--- src/rtl/ecap_pkg.sv ---
package ecap_pkg;
  localparam int ID_W  = 16;
  localparam int HDR_W = 32;

  typedef struct packed {
    logic [11:0] nxt;
    logic [3:0]  ver;
    logic [15:0] id;
  } ecap_hdr_t;

  typedef enum logic [2:0] {
    W_IDLE, W_READ, W_CHECK, W_DONE, W_ERR
  } walk_st_e;

  typedef enum logic [1:0] {
    L_IDLE, L_RD, L_WR, L_ERR
  } lnk_st_e;
endpackage

--- src/rtl/ecap_hdr_check.sv ---
module ecap_hdr_check
  import ecap_pkg::*;
#(
  parameter int OFF_W     = 12,
  parameter int BASE_OFF  = 256,
  parameter int LIMIT_OFF = 4088
) (
  input  logic [HDR_W-1:0] hdr_i,
  input  logic [ID_W-1:0]  id_i,
  output logic             id_hit_o,
  output logic             all_zero_o,
  output logic             end_o,
  output logic [OFF_W-1:0] next_off_o,
  output logic             next_bad_o
);
  localparam logic [OFF_W-1:0] BASE_L  = OFF_W'(BASE_OFF);
  localparam logic [OFF_W-1:0] LIMIT_L = OFF_W'(LIMIT_OFF);

  ecap_hdr_t hdr;
  assign hdr = ecap_hdr_t'(hdr_i);

  // ID 0 is reserved: it never hits, so a search for it runs to the tail
  assign id_hit_o   = (id_i != '0) && (hdr.id == id_i);
  assign all_zero_o = (hdr_i == '0);
  assign end_o      = (hdr.nxt == '0);
  assign next_off_o = OFF_W'(hdr.nxt);
  assign next_bad_o = (next_off_o < BASE_L) || (next_off_o > LIMIT_L);
endmodule

--- src/rtl/ecap_walk_fsm.sv ---
module ecap_walk_fsm
  import ecap_pkg::*;
#(
  parameter int OFF_W     = 12,
  parameter int BASE_OFF  = 256,
  parameter int LIMIT_OFF = 4088,
  parameter int MAX_HOPS  = 1024,
  localparam int WADDR_W  = OFF_W - 2,
  localparam int HOP_W    = $clog2(MAX_HOPS + 1)
) (
  input  logic               clk_i,
  input  logic               rst_ni,
  input  logic               start_i,
  input  logic [ID_W-1:0]    id_i,
  output logic               busy_o,
  output logic               rd_en_o,
  output logic [WADDR_W-1:0] rd_addr_o,
  input  logic [HDR_W-1:0]   rd_data_i,
  output logic               done_o,
  output logic               err_o,
  output logic [OFF_W-1:0]   off_o,
  output logic [OFF_W-1:0]   prev_o
);
  localparam logic [OFF_W-1:0] BASE_L  = OFF_W'(BASE_OFF);
  localparam logic [OFF_W-1:0] LIMIT_L = OFF_W'(LIMIT_OFF);
  localparam logic [HOP_W-1:0] HOPS_L  = HOP_W'(MAX_HOPS);

  walk_st_e         st_q;
  logic [ID_W-1:0]  id_q;
  logic [OFF_W-1:0] cur_q, prev_q, off_q, rprev_q;
  logic [HOP_W-1:0] hops_q;

  logic             id_hit, all_zero, at_end, next_bad;
  logic [OFF_W-1:0] next_off;

  ecap_hdr_check #(
    .OFF_W(OFF_W), .BASE_OFF(BASE_OFF), .LIMIT_OFF(LIMIT_OFF)
  ) u_hdr (
    .hdr_i      (rd_data_i),
    .id_i       (id_q),
    .id_hit_o   (id_hit),
    .all_zero_o (all_zero),
    .end_o      (at_end),
    .next_off_o (next_off),
    .next_bad_o (next_bad)
  );

  always_ff @(posedge clk_i or negedge rst_ni) begin
    if (!rst_ni) begin
      st_q    <= W_IDLE;
      id_q    <= '0;
      cur_q   <= '0;
      prev_q  <= '0;
      off_q   <= '0;
      rprev_q <= '0;
      hops_q  <= '0;
    end else begin
      unique case (st_q)
        W_IDLE: if (start_i) begin
          id_q   <= id_i;
          cur_q  <= BASE_L;
          prev_q <= '0;
          hops_q <= '0;
          st_q   <= W_READ;
        end
        W_READ: begin
          hops_q <= hops_q + 1'b1;
          st_q   <= W_CHECK;
        end
        W_CHECK: begin
          if (hops_q == HOP_W'(1) && all_zero) begin
            off_q   <= '0;
            rprev_q <= '0;
            st_q    <= W_DONE;
          end else if (id_hit) begin
            off_q   <= cur_q;
            rprev_q <= prev_q;
            st_q    <= W_DONE;
          end else if (at_end) begin
            off_q   <= '0;
            rprev_q <= cur_q;
            st_q    <= W_DONE;
          end else if (next_bad || hops_q == HOPS_L) begin
            off_q   <= next_off;
            rprev_q <= cur_q;
            st_q    <= W_ERR;
          end else begin
            prev_q <= cur_q;
            cur_q  <= next_off;
            st_q   <= W_READ;
          end
        end
        default: st_q <= W_IDLE;
      endcase
    end
  end

  assign busy_o    = (st_q != W_IDLE);
  assign rd_en_o   = (st_q == W_READ);
  assign rd_addr_o = cur_q[OFF_W-1:2];
  assign done_o    = (st_q == W_DONE) || (st_q == W_ERR);
  assign err_o     = (st_q == W_ERR);
  assign off_o     = off_q;
  assign prev_o    = rprev_q;

  p_rd_in_range_r6: assert property (@(posedge clk_i) disable iff (!rst_ni)
    rd_en_o |-> ({rd_addr_o, 2'b00} >= BASE_L) && ({rd_addr_o, 2'b00} <= LIMIT_L));
  p_done_pulse_r8: assert property (@(posedge clk_i) disable iff (!rst_ni)
    done_o |=> !done_o);
  p_read_then_check_r8: assert property (@(posedge clk_i) disable iff (!rst_ni)
    rd_en_o |=> !rd_en_o);
  p_hop_bound_r7: assert property (@(posedge clk_i) disable iff (!rst_ni)
    hops_q <= HOPS_L);
  p_prev_valid_r2: assert property (@(posedge clk_i) disable iff (!rst_ni)
    (done_o && !err_o) |-> (prev_o == '0 || prev_o >= BASE_L));
endmodule

--- src/rtl/ecap_link_patch.sv ---
module ecap_link_patch
  import ecap_pkg::*;
#(
  parameter int OFF_W     = 12,
  parameter int BASE_OFF  = 256,
  parameter int LIMIT_OFF = 4088,
  localparam int WADDR_W  = OFF_W - 2
) (
  input  logic               clk_i,
  input  logic               rst_ni,
  input  logic               start_i,
  input  logic [OFF_W-1:0]   pos_i,
  input  logic [OFF_W-1:0]   next_i,
  output logic               busy_o,
  output logic               rd_en_o,
  output logic [WADDR_W-1:0] rd_addr_o,
  input  logic [HDR_W-1:0]   rd_data_i,
  output logic               wr_en_o,
  output logic [WADDR_W-1:0] wr_addr_o,
  output logic [HDR_W-1:0]   wr_data_o,
  output logic               done_o,
  output logic               err_o
);
  localparam logic [OFF_W-1:0] BASE_L  = OFF_W'(BASE_OFF);
  localparam logic [OFF_W-1:0] LIMIT_L = OFF_W'(LIMIT_OFF);

  lnk_st_e          st_q;
  logic [OFF_W-1:0] pos_q, next_q;
  logic             bad_req;
  ecap_hdr_t        old_hdr, new_hdr;

  assign bad_req = (next_i[1:0] != 2'b00) || (pos_i[1:0] != 2'b00) ||
                   (pos_i < BASE_L) || (pos_i > LIMIT_L);

  always_ff @(posedge clk_i or negedge rst_ni) begin
    if (!rst_ni) begin
      st_q   <= L_IDLE;
      pos_q  <= '0;
      next_q <= '0;
    end else begin
      unique case (st_q)
        L_IDLE: if (start_i) begin
          pos_q  <= pos_i;
          next_q <= next_i;
          st_q   <= bad_req ? L_ERR : L_RD;
        end
        L_RD:    st_q <= L_WR;
        default: st_q <= L_IDLE;
      endcase
    end
  end

  always_comb begin
    old_hdr     = ecap_hdr_t'(rd_data_i);
    new_hdr     = old_hdr;
    new_hdr.nxt = 12'(next_q);
  end

  assign busy_o    = (st_q != L_IDLE);
  assign rd_en_o   = (st_q == L_RD);
  assign rd_addr_o = pos_q[OFF_W-1:2];
  assign wr_en_o   = (st_q == L_WR);
  assign wr_addr_o = pos_q[OFF_W-1:2];
  assign wr_data_o = new_hdr;
  assign done_o    = (st_q == L_WR) || (st_q == L_ERR);
  assign err_o     = (st_q == L_ERR);

  p_rmw_order_r9: assert property (@(posedge clk_i) disable iff (!rst_ni)
    wr_en_o |-> $past(rd_en_o) && ($past(rd_addr_o) == wr_addr_o));
  p_aligned_next_r10: assert property (@(posedge clk_i) disable iff (!rst_ni)
    wr_en_o |-> (wr_data_o[21:20] == 2'b00));
  p_keep_low_r9: assert property (@(posedge clk_i) disable iff (!rst_ni)
    wr_en_o |-> (wr_data_o[19:0] == rd_data_i[19:0]));
endmodule

--- src/rtl/ecap_list_walker.sv ---
module ecap_list_walker
  import ecap_pkg::*;
#(
  parameter int CFG_BYTES     = 4096,
  parameter int BASE_OFF      = 256,
  parameter int MIN_CAP_BYTES = 8,
  parameter int MAX_HOPS      = 1024,
  localparam int OFF_W        = $clog2(CFG_BYTES),
  localparam int WADDR_W      = OFF_W - 2,
  localparam int LIMIT_OFF    = CFG_BYTES - MIN_CAP_BYTES
) (
  input  logic               clk_i,
  input  logic               rst_ni,
  input  logic               req_valid_i,
  input  logic [ID_W-1:0]    req_id_i,
  input  logic               lnk_valid_i,
  input  logic [OFF_W-1:0]   lnk_pos_i,
  input  logic [OFF_W-1:0]   lnk_next_i,
  output logic               busy_o,
  output logic               mem_rd_en_o,
  output logic [WADDR_W-1:0] mem_rd_addr_o,
  input  logic [HDR_W-1:0]   mem_rd_data_i,
  output logic               mem_wr_en_o,
  output logic [WADDR_W-1:0] mem_wr_addr_o,
  output logic [HDR_W-1:0]   mem_wr_data_o,
  output logic               res_done_o,
  output logic               res_err_o,
  output logic [OFF_W-1:0]   res_off_o,
  output logic [OFF_W-1:0]   res_prev_o,
  output logic               lnk_done_o,
  output logic               lnk_err_o
);
  logic               w_busy, l_busy, idle_all;
  logic               w_start, l_start;
  logic               w_rd, l_rd;
  logic [WADDR_W-1:0] w_addr, l_addr;

  assign idle_all = !w_busy && !l_busy;
  assign w_start  = req_valid_i && idle_all;
  assign l_start  = lnk_valid_i && idle_all && !req_valid_i;

  ecap_walk_fsm #(
    .OFF_W(OFF_W), .BASE_OFF(BASE_OFF), .LIMIT_OFF(LIMIT_OFF), .MAX_HOPS(MAX_HOPS)
  ) u_walk (
    .clk_i     (clk_i),
    .rst_ni    (rst_ni),
    .start_i   (w_start),
    .id_i      (req_id_i),
    .busy_o    (w_busy),
    .rd_en_o   (w_rd),
    .rd_addr_o (w_addr),
    .rd_data_i (mem_rd_data_i),
    .done_o    (res_done_o),
    .err_o     (res_err_o),
    .off_o     (res_off_o),
    .prev_o    (res_prev_o)
  );

  ecap_link_patch #(
    .OFF_W(OFF_W), .BASE_OFF(BASE_OFF), .LIMIT_OFF(LIMIT_OFF)
  ) u_link (
    .clk_i     (clk_i),
    .rst_ni    (rst_ni),
    .start_i   (l_start),
    .pos_i     (lnk_pos_i),
    .next_i    (lnk_next_i),
    .busy_o    (l_busy),
    .rd_en_o   (l_rd),
    .rd_addr_o (l_addr),
    .rd_data_i (mem_rd_data_i),
    .wr_en_o   (mem_wr_en_o),
    .wr_addr_o (mem_wr_addr_o),
    .wr_data_o (mem_wr_data_o),
    .done_o    (lnk_done_o),
    .err_o     (lnk_err_o)
  );

  assign busy_o        = !idle_all;
  assign mem_rd_en_o   = w_rd || l_rd;
  assign mem_rd_addr_o = w_rd ? w_addr : l_addr;

  p_one_owner_r11: assert property (@(posedge clk_i) disable iff (!rst_ni)
    !(w_busy && l_busy));
  p_rd_exclusive_r11: assert property (@(posedge clk_i) disable iff (!rst_ni)
    !(w_rd && l_rd));
  p_no_write_in_walk_r11: assert property (@(posedge clk_i) disable iff (!rst_ni)
    w_busy |-> !mem_wr_en_o);
endmodule

--- config.mk ---
export PLATFORM = sky130hd
export DESIGN_NAME = ecap_list_walker
export DESIGN_NICKNAME = d
export VERILOG_FILES = /design/src/rtl/ecap_pkg.sv /design/src/rtl/ecap_hdr_check.sv /design/src/rtl/ecap_walk_fsm.sv /design/src/rtl/ecap_link_patch.sv /design/src/rtl/ecap_list_walker.sv
export SDC_FILE = /design/constraint.sdc
export NUM_CORES = 1
export LEC_CHECK = 0
export CAP_MARGIN = 10
export CORE_MARGIN = 10
export CORE_UTILIZATION = 33
export CTS_CLUSTER_SIZE = 40
export DETAILED_ROUTE_END_ITERATION = 7
export DONT_BUFFER_PORTS = 1
export PLACE_DENSITY = 0.54
export SYNTH_ARGS = -nofsm -noshare
export SYNTH_HDL_FRONTEND = slang
export SYNTH_SLANG_ARGS = --single-unit
--- constraint.sdc ---
create_clock -name clk_i -period 2.35 [get_ports clk_i]
set_input_delay 0.1175 -clock clk_i [delete_from_list [all_inputs] [get_ports clk_i]]
set_output_delay 0.1175 -clock clk_i [all_outputs]
set_load 0.01 [all_outputs]
==> impl_metrics.py, run 1 <==
metrics = {
    "status": {
        "status": "complete, but fails checks",
        "violations": "negative hold slack",
    },
    "logic_synthesis": {
        "synth_commonest_cells": "nand2_1 (157), dfrtp_1 (102), a22o_1 (35), mux2_2 (35), buf_4 (21)",
        "yosysMostFrequentCell": "nand2_1",
        "synth_seq_area_share_pct": 51.7,
        "syn_inst": 492,
        "synth.top_cell.area_share_pct": 51.7,
        "ys_types": 42,
        "yosysTopAreaCell": "dfrtp_1",
        "synth.avg_cell_area_um2": 10.0,
        "async_reset_ff_share_pct": 100,
        "ys_ff_latch": 102,
        "synth_area_um2": 4940,
        "yosysWarnings": 0,
        "postSynthNetCount": 571,
        "synth_edf_count": 0,
        "synth.area.top_cells": "dfrtp_1 (52%), nand2_1 (12%), mux2_2 (8.0%)",
        "synth_ff_type": "dfrtp_1",
    },
    "worst_setup_path": {
        "r2r-start": "u_walk.id_q[3]$_DFFE_PN0P_",
        "cp_common_cell": "mux2_2",
        "arrival_ps": 2420,
        "critPathLaunch": "u_walk.id_q[3]$_DFFE_PN0P_",
        "rrSetupSlack_ps": 170,
        "max_stage_delay_ps": 420,
        "path_delay_family": "simple AND/OR/NAND/NOR gates",
        "slowest_stage": "dfrtp_1",
        "crit_fanout": 13,
        "path_cells": "xor2_1, nor4_1, and3_4, and2_4, mux2_2, mux2_2",
        "worstSetupEndpoint": "u_walk.off_o[0]$_DFFE_PN0P_",
        "reg2reg_depth": 6,
        "path_depth": 6,
        "crit_required_ps": 2590,
        "worstSetupEndpointType": "flop",
        "cp-start-kind": "flop",
        "criticalPathCategory": "reg2reg",
        "reg2reg_to": "u_walk.off_o[0]$_DFFE_PN0P_",
        "cp_num_buf_inv": 0,
    },
    "clock_tree": {
        "postCtsResizedCells": 0,
        "cts_max_level": 3,
        "numCtsBuffers": 9,
        "cts-hold-fix-buffers": 50,
        "clk_path_buf_depth": 2,
        "cts-root-buf": "clkbuf_16",
        "insertion_delay_ps": 350,
        "clock-sinks": 102,
        "cts_tree": "done",
        "clkTransAtPathRegs_ps": 70,
    },
    "floorplan": {
        "die_h_um": 142,
        "start_util_pct": 33.8,
        "die_w_um": 142,
        "io_pins": 159,
        "die-area_um2": 20300,
        "core_area_um2": 14600,
        "rows": 44,
    },
    "job": {
        "maxCapViolCount": 0,
    },
    "timing": {
        "hold-worst-slack_ps": -535,
        "worstMarginPinSlew_ps": 656,
        "timing.fmax_mhz": 458,
        "final_max_slew_viol_count": 0,
        "clock_skew_ps": 8.46,
        "setup_viol": 0,
        "period_needed_ps": 2180,
        "rsz0062_at_grt": "no",
        "fin_crit_sh_pct": 93.0,
        "relSlewSlack_pct": 56.2,
        "hold_violations": 102,
        "fin_tns_setup_ps": 0,
        "final.setup.worst_slack_ps": 165,
    },
    "place": {
        "place_ws_ps": 101,
        "io_buffer_count": 0,
        "place_hpwl_um": 10100,
        "post_dp_cell_area_um2": 5030,
        "gp_congestion": 0.834,
    },
    "layout": {
        "nNetsFinal": 607,
        "fill_cells": 1373,
        "design_area_um2": 5840,
        "antenna_cells": 0,
        "area_growth_pct": 18.2,
        "final_layout_size_suffix_gt1_share_pct": 13.9,
    },
    "routing": {
        "vias": 3730,
        "drt_iter0_drc": 216,
        "viasPerCell": 5.20,
        "drc_errors": 0,
        "drtAntennaViolNets": 0,
        "wirelength_um": 14200,
        "wl_per_cell_um": 19.7,
        "drt-pass1-iter-count": 4,
    },
    "power_and_ir_drop": {
        "leakage_nw": 2.73,
        "power_density_nw_per_um2": 1130,
        "vdd_drop_max_uv": 517,
    },
    "global_routing": {
        "grt_pass1_wl_um": 22100,
        "first_global_vias": 3933,
        "grt-ovfl-total": 0,
        "antenna_found_initial": 0,
        "grt_use_total_pct": 13.8,
        "grt_max_degree": 103,
    },
    "hold_path": {
        "hold_path.class": "in2async",
    },
}
==> cell families (layout without fill, tap and decap cells) <==
logic type / count (synthesis) / count (layout) / share of synthesized area [%]
AOI/OAI and AO/OA: 61 / 61 / 9.40
xor gates and xnor gates: 18 / 18 / 3.19
adders and majority gates: 3 / 3 / 0.760
buffers and inverters: 49 / 89 / 6.18
DFF: 102 / 102 / 51.7
muxes: 35 / 35 / 7.98
and+or+nand+nor: 224 / 225 / 20.8
==> power by group <==
| group | leakage, nW | switching (mW) | internal, mW |
|---|---|---|---|
| Sequential | 1.31 | 0.844 | 2.43 |
| Combinational | 1.28 | 1.02 | 0.876 |
| Clock | 0.137 | 0.693 | 0.738 |
| Total | 2.73 | 2.56 | 4.04 |
==> what timing repair did <==
item / CTS / global route
setup buffers: 0 / 2
endpoints found under the hold margin: 152 / 102
endpoints found under the setup margin: 0 / 22
==> layout make-up <==
type / count / area [um^2] / area share, %
timing repair buffer: 66 / 658 / 11.3
multi-input combinational: 342 / 2090 / 35.7
tap: 184 / 230 / 3.94
inverter: 7 / 26.3 / 0.450
clock buffer: 10 / 229 / 3.92
sequential: 102 / 2550 / 43.7
clock inverter: 6 / 55.1 / 0.943
==> registers in the layout, summed over array words and instances, names as in the netlist <==
signal         cells
u_walk.id_q       16
u_link.next_q     12
u_walk.cur_q      12
u_walk.off_o      12
u_walk.prev_o     12
u_walk.prev_q     12
u_walk.hops_q     11
u_link.pos_q      10
u_walk.st_q        3
u_link.st_q        2
==> cell usage in the layout, fill, tap and decap left out, drive strengths merged, types with 3 or more instances in the layout <==
| cell type | n |
|---|---|
| xnor2 | 9 |
| dfrtp | 102 |
| nor4 | 16 |
| dlygate4sd3 | 50 |
| nand2 | 157 |
| and2 | 5 |
| nand4 | 10 |
| a22o | 35 |
| o21ai | 14 |
| buf | 16 |
| ha | 3 |
| clkbuf | 10 |
| mux2 | 35 |
| xor2 | 9 |
| nand3 | 6 |
| nor3 | 4 |
| and3 | 6 |
| inv | 10 |
| nor2 | 11 |
| o31ai | 3 |
==> how the worst min path moves through the flow <==
stage / cells after the start / end / start
3_3_place_gp: 0 / u_link.next_q[5]$_DFFE_PN0P_ / rst_ni
5_1_grt: 0 / u_link.next_q[6]$_DFFE_PN0P_ / rst_ni
2_1_floorplan: 0 / u_link.next_q[0]$_DFFE_PN0P_ / rst_ni
4_1_cts: 0 / u_link.next_q[4]$_DFFE_PN0P_ / rst_ni
6_report: 0 / u_link.next_q[10]$_DFFE_PN0P_ / rst_ni
3_5_place_dp: 0 / u_link.next_q[9]$_DFFE_PN0P_ / rst_ni
==> metal layers <==
layer | share of wire [%] | GRT usage (%) | vias to the layer above
met5 | 0 | 0 | -
met4 | 2.3 | 6.28 | 0
met3 | 8.8 | 5.17 | 23
met2 | 48 | 21.7 | 146
met1 | 41 | 16.4 | 1805
li1 | - | - | 1756
==> stage by stage <==
step	utilization, %	instances	power (mW)
2_1_floorplan	-	492	4.52
3_3_place_gp	34.5	648	5.09
3_5_place_dp	34.5	648	5.15
4_1_cts	39.9	714	6.68
5_1_grt	40.0	717	7.10
6_report	40.0	717	6.60
Power figures use the tool's default switching activity.
==> inputs of run 2 (changes only) <==
--- a/config.mk
+++ b/config.mk
@@ -8,3 +8,3 @@
 export CAP_MARGIN = 10
-export CORE_MARGIN = 10
+export CORE_MARGIN = 2
 export CORE_UTILIZATION = 33
==> constraint.sdc (replaced) <==
create_clock -name clk_i -period 2.35 [get_ports clk_i]
set_input_delay 0 -clock clk_i [delete_from_list [all_inputs] [get_ports clk_i]]
set_output_delay 0 -clock clk_i [all_outputs]
set_load 0.01 [all_outputs]
==> impl_metrics.py, run 2 (same netlist as run 1, synthesis figures left out) <==
metrics = {
    "status": {
        "status": "complete, but fails checks",
        "violations": "negative hold slack",
    },
    "clock_tree": {
        "cts_setup_buffers": 0,
        "cts_tree": "done",
        "numCtsBuffers": 9,
        "cts-root-buf": "clkbuf_16",
        "clkTransAtPathRegs_ps": 80,
        "cts-hold-fix-buffers": 53,
        "clk_path_buf_depth": 2,
        "clock-sinks": 102,
        "insertion_delay_ps": 360,
        "cts_max_level": 3,
    },
    "timing": {
        "clock_skew_ps": 10.1,
        "fin_crit_sh_pct": 94.2,
        "worstMarginPinSlew_ps": 685,
        "timing.fmax_mhz": 452,
        "setup_viol": 0,
        "hold_violations": 102,
        "hold-worst-slack_ps": -665,
        "rsz0062_at_grt": "no",
        "final_max_slew_viol_count": 0,
        "relSlewSlack_pct": 54.2,
        "period_needed_ps": 2210,
        "final.setup.worst_slack_ps": 137,
        "fin_tns_setup_ps": 0,
    },
    "layout": {
        "final_cell_mix": "nand2_1 (157), dfrtp_1 (102), dlygate4sd3_1 (53), a22o_1 (35), mux2_2 (35)",
        "largest-register": "u_walk.id_q",
        "largest_reg_flops": 16,
        "layout_commonest_cell": "nand2_1",
        "antenna_cells": 0,
        "final_layout_size_suffix_gt1_share_pct": 13.4,
        "fill_cells": 1370,
        "area_growth_pct": 18.4,
        "nNetsFinal": 605,
        "design_area_um2": 5850,
    },
    "global_routing": {
        "grt-ovfl-total": 0,
        "antenna_found_initial": 0,
        "grt_max_degree": 103,
        "grt_use_total_pct": 16.7,
        "first_global_vias": 3790,
        "grt_pass1_wl_um": 20800,
    },
    "worst_setup_path": {
        "crit_required_ps": 2590,
        "max_stage_delay_ps": 420,
        "cp-start-kind": "flop",
        "worstSetupEndpointType": "flop",
        "path_cells": "nor4_1, buf_4, and4_1, or3_4, a21oi_1, nor2_2, buf_12, mux2_2",
        "slowest_stage": "dfrtp_1",
        "criticalPathCategory": "reg2reg",
        "crit_fanout": 24,
        "arrival_ps": 2450,
    },
    "floorplan": {
        "die_w_um": 126,
        "start_util_pct": 33.8,
        "rows": 44,
        "die_h_um": 126,
        "core_area_um2": 14600,
        "die-area_um2": 16000,
        "io_pins": 159,
    },
    "routing": {
        "drc_errors": 0,
        "drtAntennaViolNets": 0,
        "wirelength_um": 13200,
        "drt_iter0_drc": 226,
        "drt-pass1-iter-count": 4,
        "viasPerCell": 5.16,
        "wl_per_cell_um": 18.4,
        "vias": 3688,
    },
    "power_and_ir_drop": {
        "leakage_nw": 2.72,
        "power_density_nw_per_um2": 1140,
        "vdd_drop_max_uv": 537,
        "seqPwrFrac_pct": 49.0,
        "combPwrFrac_pct": 28.7,
        "swShare_pct": 39.1,
        "clockPowerShare_pct": 22.3,
        "intPower_mw": 4.05,
        "switchingPower_mw": 2.59,
    },
    "place": {
        "post_dp_cell_area_um2": 5020,
        "io_buffer_count": 0,
        "place_ws_ps": 148,
        "place_hpwl_um": 9120,
        "gp_congestion": 0.802,
    },
    "hold_path": {
        "hold_path.class": "in2async",
    },
    "job": {
        "maxCapViolCount": 0,
    },
}
[run 2: layer usage]
layer / up-vias / wire [um] / GRT usage, %
met5: - / 0 / 0
met4: 0 / 241 / 7.11
met3: 18 / 851 / 4.39
met2: 127 / 6370 / 26.8
met1: 1793 / 5710 / 21.5
li1: 1750 / - / -
[run 2: worst paths after layout]
kind                       slack [ps]                          from  cells past startpoint                            to
max                               140  u_walk.hops_q[8]$_DFFE_PN0P_                      8  u_walk.prev_o[8]$_DFFE_PN0P_
min                              -670                        rst_ni                      0  u_link.next_q[0]$_DFFE_PN0P_
max reg2reg                       140  u_walk.hops_q[8]$_DFFE_PN0P_                      8  u_walk.prev_o[8]$_DFFE_PN0P_
min reg2reg                       500  u_walk.prev_q[8]$_DFFE_PN0P_                      1  u_walk.prev_q[8]$_DFFE_PN0P_
max in group asynchronous        2810                        rst_ni                      0  u_walk.prev_o[6]$_DFFE_PN0P_
min in group clk_i                  0              mem_rd_data_i[3]                      0              mem_wr_data_o[3]
[run 2: what timing repair did]
| item | 4_1_cts | 5_1_grt |
|---|---|---|
| endpoints found under the hold margin | 167 | 102 |
| gates resized for setup | 0 | 1 |
| endpoints found under the setup margin | 0 | 33 |
[run 2: worst max-delay path: cells and delay by family, from the launching register on]
family                 cells  cell delay [ps]
AND/OR/NAND/NOR            4              880
multiplexers               1              350
flip-flops                 1              420
AO/OA/AOI/OAI              1               60
buffers and inverters      2              370
[run 2: cell type report]
cell class / instances / area (um^2) / area share (%)
Multi-Input combinational cell: 341 / 2090 / 35.7
Clock inverter: 7 / 67.6 / 1.16
Tap cell: 184 / 230 / 3.94
Inverter: 7 / 26.3 / 0.449
Sequential cell: 102 / 2550 / 43.7
Timing Repair Buffer: 65 / 658 / 11.3
Clock buffer: 9 / 225 / 3.85
[run 2: power by group through the flow]
stage | clock network [mW] | registers (mW) | logic [mW]
2_1_floorplan | 0 | 3.05 | 1.47
3_3_place_gp | 0 | 3.27 | 1.77
3_5_place_dp | 0 | 3.28 | 1.85
4_1_cts | 1.54 | 3.26 | 1.93
5_1_grt | 1.60 | 3.36 | 2.13
6_report | 1.48 | 3.25 | 1.90
[run 2: stage by stage]
step / power, mW / util, % / std cells / hold WS [ps]
2_1_floorplan: 4.52 / - / 492 / -296
3_3_place_gp: 5.04 / 34.4 / 646 / -289
3_5_place_dp: 5.12 / 34.4 / 646 / -290
4_1_cts: 6.72 / 40.0 / 715 / -681
5_1_grt: 7.09 / 40.1 / 715 / -681
6_report: 6.64 / 40.1 / 715 / -665
==> inputs of run 3 (changes only) <==
- MAX_ROUTING_LAYER: not set -> met4
==> impl_metrics.py, run 3 (same netlist as run 1, synthesis figures left out) <==
metrics = {
    "routing": {
        "vias": 3688,
        "viasPerCell": 5.16,
        "drc_errors": 0,
        "drt_iter0_drc": 245,
        "wl_per_cell_um": 18.4,
        "wirelength_um": 13200,
        "drt-pass1-iter-count": 4,
        "drtAntennaViolNets": 0,
    },
    "clock_tree": {
        "cts_setup_buffers": 0,
        "clkTransAtPathRegs_ps": 70,
        "clock-sinks": 102,
        "cts-root-buf": "clkbuf_16",
        "cts_max_level": 3,
        "cts_tree": "done",
        "numCtsBuffers": 9,
        "cts-hold-fix-buffers": 53,
        "clk_path_buf_depth": 2,
        "insertion_delay_ps": 360,
    },
    "floorplan": {
        "start_util_pct": 33.8,
        "die_w_um": 126,
        "core_area_um2": 14600,
        "io_pins": 159,
        "rows": 44,
        "die-area_um2": 16000,
        "die_h_um": 126,
    },
    "power_and_ir_drop": {
        "power_density_nw_per_um2": 1140,
        "swShare_pct": 39.1,
        "vdd_drop_max_uv": 537,
        "combPwrFrac_pct": 28.7,
        "leakage_nw": 2.72,
        "intPower_mw": 4.05,
        "switchingPower_mw": 2.60,
        "clockPowerShare_pct": 22.2,
        "seqPwrFrac_pct": 49.0,
    },
    "layout": {
        "final_layout_size_suffix_gt1_share_pct": 13.4,
        "area_growth_pct": 18.4,
        "largest_reg_flops": 16,
        "layout_commonest_cell": "nand2_1",
        "antenna_cells": 0,
        "finalNonFillerCells": 715,
        "final_cell_mix": "nand2_1 (157), dfrtp_1 (102), dlygate4sd3_1 (53), a22o_1 (35), mux2_2 (35)",
        "nNetsFinal": 605,
        "largest-register": "u_walk.id_q",
    },
    "timing": {
        "timing.fmax_mhz": 451,
        "clock_skew_ps": 11.0,
        "setup_viol": 0,
        "fin_crit_sh_pct": 94.3,
        "hold_violations": 102,
        "worstMarginPinSlew_ps": 686,
        "period_needed_ps": 2220,
        "hold-worst-slack_ps": -665,
        "relSlewSlack_pct": 54.2,
        "final_max_slew_viol_count": 0,
        "rsz0062_at_grt": "no",
        "fin_tns_setup_ps": 0,
    },
    "global_routing": {
        "grt_use_total_pct": 17.2,
        "first_global_vias": 3792,
        "antenna_found_initial": 0,
        "grt_max_degree": 103,
        "grt_pass1_wl_um": 20700,
        "grt-ovfl-total": 0,
    },
    "worst_setup_path": {
        "arrival_ps": 2450,
        "crit_required_ps": 2590,
        "cp_num_buf_inv": 2,
        "max_stage_delay_ps": 420,
        "cp-start-kind": "flop",
        "worstSetupEndpointType": "flop",
        "slowest_stage": "dfrtp_1",
        "crit_fanout": 24,
        "path_delay_family": "simple AND/OR/NAND/NOR gates",
        "path_cells": "nor4_1, buf_4, and4_1, or3_4, a21oi_1, nor2_2, buf_12, mux2_2",
        "criticalPathCategory": "reg2reg",
    },
    "place": {
        "gp_congestion": 0.813,
        "io_buffer_count": 0,
        "dp.cells": 646,
        "place_hpwl_um": 9120,
    },
    "status": {
        "violations": "negative hold slack",
        "status": "complete, but fails checks",
    },
    "hold_path": {
        "hold_path.class": "in2async",
    },
    "job": {
        "maxCapViolCount": 0,
    },
}
-- run 3: cell type report --
type,instances,area [um^2]
fill,1370,8740
sequential,102,2550
multi-input combinational,341,2090
timing repair buffer,65,658
tap,184,230
clock buffer,9,225
clock inverter,7,67.6
inverter,7,26.3
-- run 3: metal layers --
| metal | global-route usage [%] | share of wire (%) |
|---|---|---|
| met5 | - | 0 |
| met4 | 7.11 | 1.7 |
| met3 | 3.42 | 6.0 |
| met2 | 26.8 | 48 |
| met1 | 22.1 | 44 |
-- run 3: power groups by stage --
stage          Combinational [mW]  Sequential (mW)  Clock, mW
6_report                     1.91             3.26       1.48
5_1_grt                      2.13             3.36       1.60
4_1_cts                      1.93             3.26       1.54
3_5_place_dp                 1.85             3.28          0
3_3_place_gp                 1.77             3.27          0
2_1_floorplan                1.47             3.05          0
-- run 3: path summary, 6_finish.rpt --
path / depth (start not counted) / endpoint / start / slack (ps)
min in group clk_i: 0 / mem_wr_data_o[3] / mem_rd_data_i[3] / 0
worst max register to register: 8 / u_walk.prev_o[10]$_DFFE_PN0P_ / u_walk.hops_q[8]$_DFFE_PN0P_ / 130
max in group asynchronous: 0 / u_walk.prev_o[6]$_DFFE_PN0P_ / rst_ni / 2830
worst max-delay path: 8 / u_walk.prev_o[10]$_DFFE_PN0P_ / u_walk.hops_q[8]$_DFFE_PN0P_ / 130
worst min-delay path: 0 / u_link.next_q[0]$_DFFE_PN0P_ / rst_ni / -660
worst min register to register: 1 / u_walk.prev_q[8]$_DFFE_PN0P_ / u_walk.prev_q[8]$_DFFE_PN0P_ / 500
-- run 3: stage by stage --
step                      setup slack [ps]  instance area (um^2)  power (mW)  util (%)  hold WS [ps]
after floorplan                        269                  4940        4.52         -          -296
after global placement                 209                  5020        5.04      34.4          -289
after detailed placement               148                  5020        5.12      34.4          -290
after CTS                              129                  5840        6.72      40.0          -681
after global routing                  21.1                  5850        7.09      40.1          -681
final                                  134                  5850        6.64      40.1          -665
-- run 3: timing repair --
item	CTS	global route
setup endpoints to repair	0	33
gates resized for setup	0	1
endpoints found under the hold margin	167	102
